===== src/rtl/fpc_pkg.sv =====
package fpc_pkg;
  localparam int NCLS = 10;

  typedef enum logic [3:0] {
    CL_SNAN = 4'd0,
    CL_QNAN = 4'd1,
    CL_NINF = 4'd2,
    CL_NNRM = 4'd3,
    CL_NSUB = 4'd4,
    CL_NZER = 4'd5,
    CL_PZER = 4'd6,
    CL_PSUB = 4'd7,
    CL_PNRM = 4'd8,
    CL_PINF = 4'd9
  } cls_e;

  typedef struct packed {
    logic sign;
    logic exp_ones;
    logic exp_zero;
    logic frac_zero;
    logic quiet;
  } fp_fields_t;

  // Map the summarised fields to a class index
  function automatic cls_e pick_class(fp_fields_t f);
    cls_e c;
    if (f.exp_ones && !f.frac_zero)      c = f.quiet ? CL_QNAN : CL_SNAN;
    else if (f.exp_ones)                 c = f.sign ? CL_NINF : CL_PINF;
    else if (f.exp_zero && f.frac_zero)  c = f.sign ? CL_NZER : CL_PZER;
    else if (f.exp_zero)                 c = f.sign ? CL_NSUB : CL_PSUB;
    else                                 c = f.sign ? CL_NNRM : CL_PNRM;
    return c;
  endfunction
endpackage


===== src/rtl/fpc_field_split.sv =====
module fpc_field_split
  import fpc_pkg::*;
#(
  parameter int EXP_W  = 8,
  parameter int FRAC_W = 23,
  localparam int WORD_W = 1 + EXP_W + FRAC_W
) (
  input  logic [WORD_W-1:0] word_i,
  output fp_fields_t        fld_o
);
  logic [EXP_W-1:0]  exp_f;
  logic [FRAC_W-1:0] frac_f;

  assign exp_f  = word_i[WORD_W-2 -: EXP_W];
  assign frac_f = word_i[FRAC_W-1:0];

  assign fld_o.sign      = word_i[WORD_W-1];
  assign fld_o.exp_ones  = &exp_f;
  assign fld_o.exp_zero  = ~|exp_f;
  assign fld_o.frac_zero = ~|frac_f;
  assign fld_o.quiet     = frac_f[FRAC_W-1];
endmodule


===== config.mk =====
export PLATFORM = sky130hd
export DESIGN_NAME = fpc_field_split
export DESIGN_NICKNAME = d
export VERILOG_FILES = /design/src/rtl/fpc_pkg.sv /design/src/rtl/fpc_field_split.sv
export SDC_FILE = /design/constraint.sdc
export NUM_CORES = 1
export LEC_CHECK = 0
export BUFFER_PORTS_ARGS = -buffer_cell sky130_fd_sc_hd__buf_2
export CORE_AREA = 5 5 42 44
export DETAILED_ROUTE_END_ITERATION = 10
export DIE_AREA = 0 0 47 49
export SLEW_MARGIN = 20
export SYNTH_ARGS = -nofsm -noshare
export SYNTH_HDL_FRONTEND = slang
export SYNTH_SLANG_ARGS = --single-unit
export TNS_END_PERCENT = 100

===== constraint.sdc =====
create_clock -name vclk -period 0.8
set_input_delay 0 -clock vclk [all_inputs]
set_output_delay 0 -clock vclk [all_outputs]
set_load 0.02 [all_outputs]

==> key figures, run 1 <==
Status
  – Status: finished, violations left
  – Failing checks: setup timing

Global routing
  – Total track usage: 5.68%
  – Global-route wire length before repair: 1040 um
  – Antenna violations before repair: 0
  – Vias in the first global route: 301
  – Total gr overflow: 0
  – Pin count of the biggest net entering global routing: 3

Routing
  – Via density: 4.22
  – Initial DRC Count: 0
  – Final wirelength: 763 um
  – DR WL/cell: 11.4 um
  – Antenna-violating nets left: 0
  – # DRC: 0
  – Routed vias: 283
  – 1st-pass router iterations: 1

Hold path
  – Hold EP: fld_o[4]
  – Hold path cells: 0
  – Hold/Removal Path Class: in -> out
  – Startpoint of the worst hold path: word_i[31]

Floorplan
  – Row count: 14
  – IO Count: 37
  – Core area: 1400 sq um
  – Initial core utilization: 7.14%
  – Die area: 2300 sq um
  – Die height: 49 um
  – Chip width: 47 um

Critical path
  – CP endpoint kind: primary output
  – Buf/Inv on CP: 2
  – CP Cell Sequence: buf_6, or4_4, nor2_4, buf_6
  – Startpoint type of the worst setup path: input port
  – Slowest stage delay, CP: 530 ps
  – CP most frequent cell: buf_6
  – Setup CP Type: in -> out
  – Stages on the worst setup path: 4
  – Data required, critical path: 800 ps
  – WP data arrival: 880 ps
  – Crit-path leading delay family: simple AND/OR/NAND/NOR gates
  – Highest fanout seen on the critical path: 2
  – Highest-delay cell along the critical path: or4_4

Finish
  – Final #Nets: 85
  – CLK BUF: 0
  – Layout cell share with drive strength beyond 1: 80.4%
  – Fin cells: 67
  – Area Growth Syn to Fin: 243%
  – Design area: 343 sq um
  – Sequential cell count: 0
  – ANT cells: 0
  – Storage element area: 0 sq um

Synth
  – Post-Synthesis Net Count: 49
  – Post-synth cell types: 7
  – Synthesized cell area: 100 sq um
  – Sequential area share after synthesis: 0%
  – Syn Inst Count: 17
  – Syn Area/Cell: 5.89 sq um
  – Warnings from Yosys: 0

Pwr
  – Power per Cell Area: 350 nW/um^2
  – Leak Pwr: 0.166 nW
  – Peak supply drop: 0.0000906 V

Timing
  – Relative slew slack: 83.0%
  – Max frequency: 1.13 GHz
  – Worst setup margin: -81.3 ps
  – Final hold vios: 0
  – RSZ-0062 raised after global routing: true
  – Worst slew pin tran: 252 ps
  – Part of the cycle the worst path needs: 110%
  – Final min period: 881 ps
  – Fin. max-slew vios: 0
  – Final setup vio count: 1

Placement
  – RePlAce Congestion: 0.648
  – IO Port Bufs: 35
  – Placed cell count: 66
  – Dpl cell area: 283 sq um
  – DP HPWL: 654 um

CTS
  – CTS Hold Bufs: 0

Flow run
  – Max Cap Viol: 0
## worst max-delay path by stage
| stage | start | endpoint | slack, ps |
|---|---|---|---|
| global placement | word_i[30] | fld_o[2] | -100 |
| global route | word_i[25] | fld_o[2] | -100 |
| finish | word_i[25] | fld_o[2] | -80 |
| floorplan | word_i[30] | fld_o[2] | 40 |
| CTS | word_i[27] | fld_o[2] | -70 |
| detailed placement | word_i[30] | fld_o[2] | -100 |
## cell type report
class,instances,area (sq um)
Tap cell,16,20.0
Multi-Input combinational cell,15,113
Fill cell,157,1060
Timing Repair Buffer,36,210
## routing by layer
| metal | up-vias | GRT usage, % | wire length [um] | share of wire (%) |
|---|---|---|---|---|
| li1 | 138 | - | - | - |
| met1 | 119 | 4.57 | 216 | 28 |
| met2 | 26 | 13.1 | 429 | 56 |
| met3 | 0 | 0.738 | 117 | 15 |
| met4 | 0 | 0 | 0 | 0 |
| met5 | - | 0 | 0 | 0 |
## Yosys cell counts
library cell / n / area, sq um
nand2_1: 1 / 3.75
nor2_1: 3 / 11.3
nor3_1: 1 / 5.00
nor4_1: 5 / 31.3
or4_1: 2 / 15.0
buf_4: 2 / 15.0
nand4_1: 3 / 18.8
## metrics by stage
step                TNS [ps]  total power, W  setup WS, ps  util, %  hold WS [ps]
global route           -97.0        0.000130         -97.0     24.5         0.116
finish                 -81.3        0.000120         -81.3     24.5        0.0435
CTS                    -67.0        0.000106         -67.0     21.8         0.137
detailed placement      -128       0.0000973          -103     20.2         0.137
floorplan                  0       0.0000250          38.1        -           113
global placement        -144       0.0000933         -99.4     20.2         0.137
## cells in the final DEF, fill, tap and decap left out, drive strengths merged
master / n
buf: 36
nor2: 3
nand4: 3
nor4: 5
nand2: 1
or4: 2
nor3: 1
## logic make-up (layout without fill, tap and decap cells)
family                 after synthesis  after routing  synth area share (%)
buffers and inverters                2             36                  15.0
and+or+nand+nor                     15             15                  85.0
## power by group
| part | internal [W] | switching (W) | leakage [nW] |
|---|---|---|---|
| Sequential | 0 | 0 | 0 |
| Combinational | 0.0000768 | 0.0000433 | 0.166 |
| Clock | 0 | 0 | 0 |
## repair_timing
action	4_1_cts	5_1_grt
endpoints found under the setup margin	2	2
gates resized for setup	5	6
buffers inserted	0	1
pin swaps	2	2
Power figures use the tool's default switching activity.
==> inputs of run 2 (changes only) <==
--- a/config.mk
+++ b/config.mk
@@ -5,7 +5,7 @@
 export SDC_FILE = /design/constraint.sdc
 export NUM_CORES = 1
 export LEC_CHECK = 0
-export BUFFER_PORTS_ARGS = -buffer_cell sky130_fd_sc_hd__buf_2
+export BUFFER_PORTS_ARGS = -buffer_cell sky130_fd_sc_hd__clkbuf_2
 export CORE_AREA = 5 5 42 44
 export DETAILED_ROUTE_END_ITERATION = 10
 export DIE_AREA = 0 0 47 49
==> key figures, run 2 (synthesis gave the netlist of run 1 again) <==
Hold path
  – Hold/Removal Path Class: in -> out

Placement
  – IO Port Bufs: 35
  – Setup slack at placement: -98.8 ps
  – RePlAce Congestion: 0.656
  – DP HPWL: 626 um
  – Dpl cell area: 283 sq um

Routing
  – # DRC: 0
  – Via density: 4.25
  – Routed vias: 289
  – 1st-pass router iterations: 2
  – Initial DRC Count: 2
  – Final wirelength: 715 um
  – Antenna-violating nets left: 0
  – DR WL/cell: 10.5 um

Critical path
  – Crit-path leading delay family: simple AND/OR/NAND/NOR gates
  – Highest fanout seen on the critical path: 2
  – Setup CP Type: in -> out
  – CP endpoint kind: primary output
  – Startpoint type of the worst setup path: input port
  – WP data arrival: 880 ps
  – Data required, critical path: 800 ps
  – Buf/Inv on CP: 2
  – CP Cell Sequence: buf_6, or4_4, nor2_2, clkbuf_8
  – Slowest stage delay, CP: 520 ps
  – Highest-delay cell along the critical path: or4_4

Finish
  – Final #Nets: 86
  – Sequential cell count: 0
  – Area Growth Syn to Fin: 259%
  – Fillers: 160
  – Storage element area: 0 sq um
  – CLK BUF: 0
  – Design area: 359 sq um
  – Area occupied by multi-input gates: 131 sq um
  – Most frequent cells in the layout: clkbuf_2, nand4_1, buf_4
  – Fin util: 25.6%
  – Commonest non-fill, non-tap cell in the layout: clkbuf_2
  – Layout cell share with drive strength beyond 1: 82.7%
  – ANT cells: 0

Pwr
  – Design Power: 0.000128 W
  – Power per Cell Area: 357 nW/um^2
  – Leak Pwr: 0.177 nW
  – Peak supply drop: 0.000104 V

Timing
  – Final min period: 883 ps
  – Part of the cycle the worst path needs: 110%
  – Fin. max-slew vios: 0
  – Final hold vios: 0
  – Final setup vio count: 1
  – Worst slew pin tran: 257 ps
  – Relative slew slack: 82.7%
  – Worst hold margin: 0.0435 ps
  – Worst setup margin: -82.8 ps
  – Max frequency: 1.13 GHz
  – RSZ-0062 raised after global routing: true

Global routing
  – Total track usage: 4.98%
  – Vias in the first global route: 259
  – Global-route wire length before repair: 945 um
  – Antenna violations before repair: 0
  – Total gr overflow: 0
  – Pin count of the biggest net entering global routing: 3

Floorplan
  – Chip width: 47 um
  – Initial core utilization: 7.14%
  – Die height: 49 um
  – Die area: 2300 sq um
  – IO Count: 37
  – Row count: 14
  – Core area: 1400 sq um

Flow run
  – Max Cap Viol: 0

Status
  – Status: finished, violations left
  – Failing checks: setup timing

CTS
  – CTS Hold Bufs: 0
-- run 2: cell types whose count changed in the layout (fill, tap and decap cells not counted), moves of 2 or more --
cell / change
nor4_4: +2
buf_6: -3
clkbuf_2: +32
buf_2: -30
-- run 2: area by class of cell --
| type | instances | share of cell area [%] |
|---|---|---|
| multi-input combinational | 15 | 36.6 |
| tap | 16 | 5.57 |
| timing repair buffer | 37 | 57.8 |
-- run 2: path summary, 6_finish.rpt --
check	start	to	slack, ps	cells past startpoint
hold / removal	word_i[31]	fld_o[4]	0.04	0
setup / recovery	word_i[25]	fld_o[2]	-80	4
-- run 2: through the flow --
stage,setup TNS (ps),std cells
6_report,-82.8,68
3_3_place_gp,-135,66
2_1_floorplan,0,17
5_1_grt,-91.3,68
3_5_place_dp,-113,66
4_1_cts,-79.3,67
-- run 2: timing repair --
| item | 4_1_cts | 5_1_grt |
|---|---|---|
| pin swaps | 2 | 3 |
| endpoints found under the setup margin | 2 | 2 |
| setup buffers | 1 | 1 |
| endpoints found under the hold margin | 0 | 0 |
| resized for setup | 5 | 7 |
-- run 2: report_power, final --
group / switching [W] / internal, W / leakage [nW]
clock network: 0 / 0 / 0
logic: 0.0000508 / 0.0000772 / 0.177
registers: 0 / 0 / 0
-- run 2: routing by layer --
layer | GRT usage (%) | up-vias | wire length (um)
met2 | 9.28 | 26 | 355
met3 | 1.85 | 0 | 153
met4 | 0 | 0 | 0
met1 | 5.43 | 121 | 207
met5 | 0 | - | 0
li1 | - | 142 | -
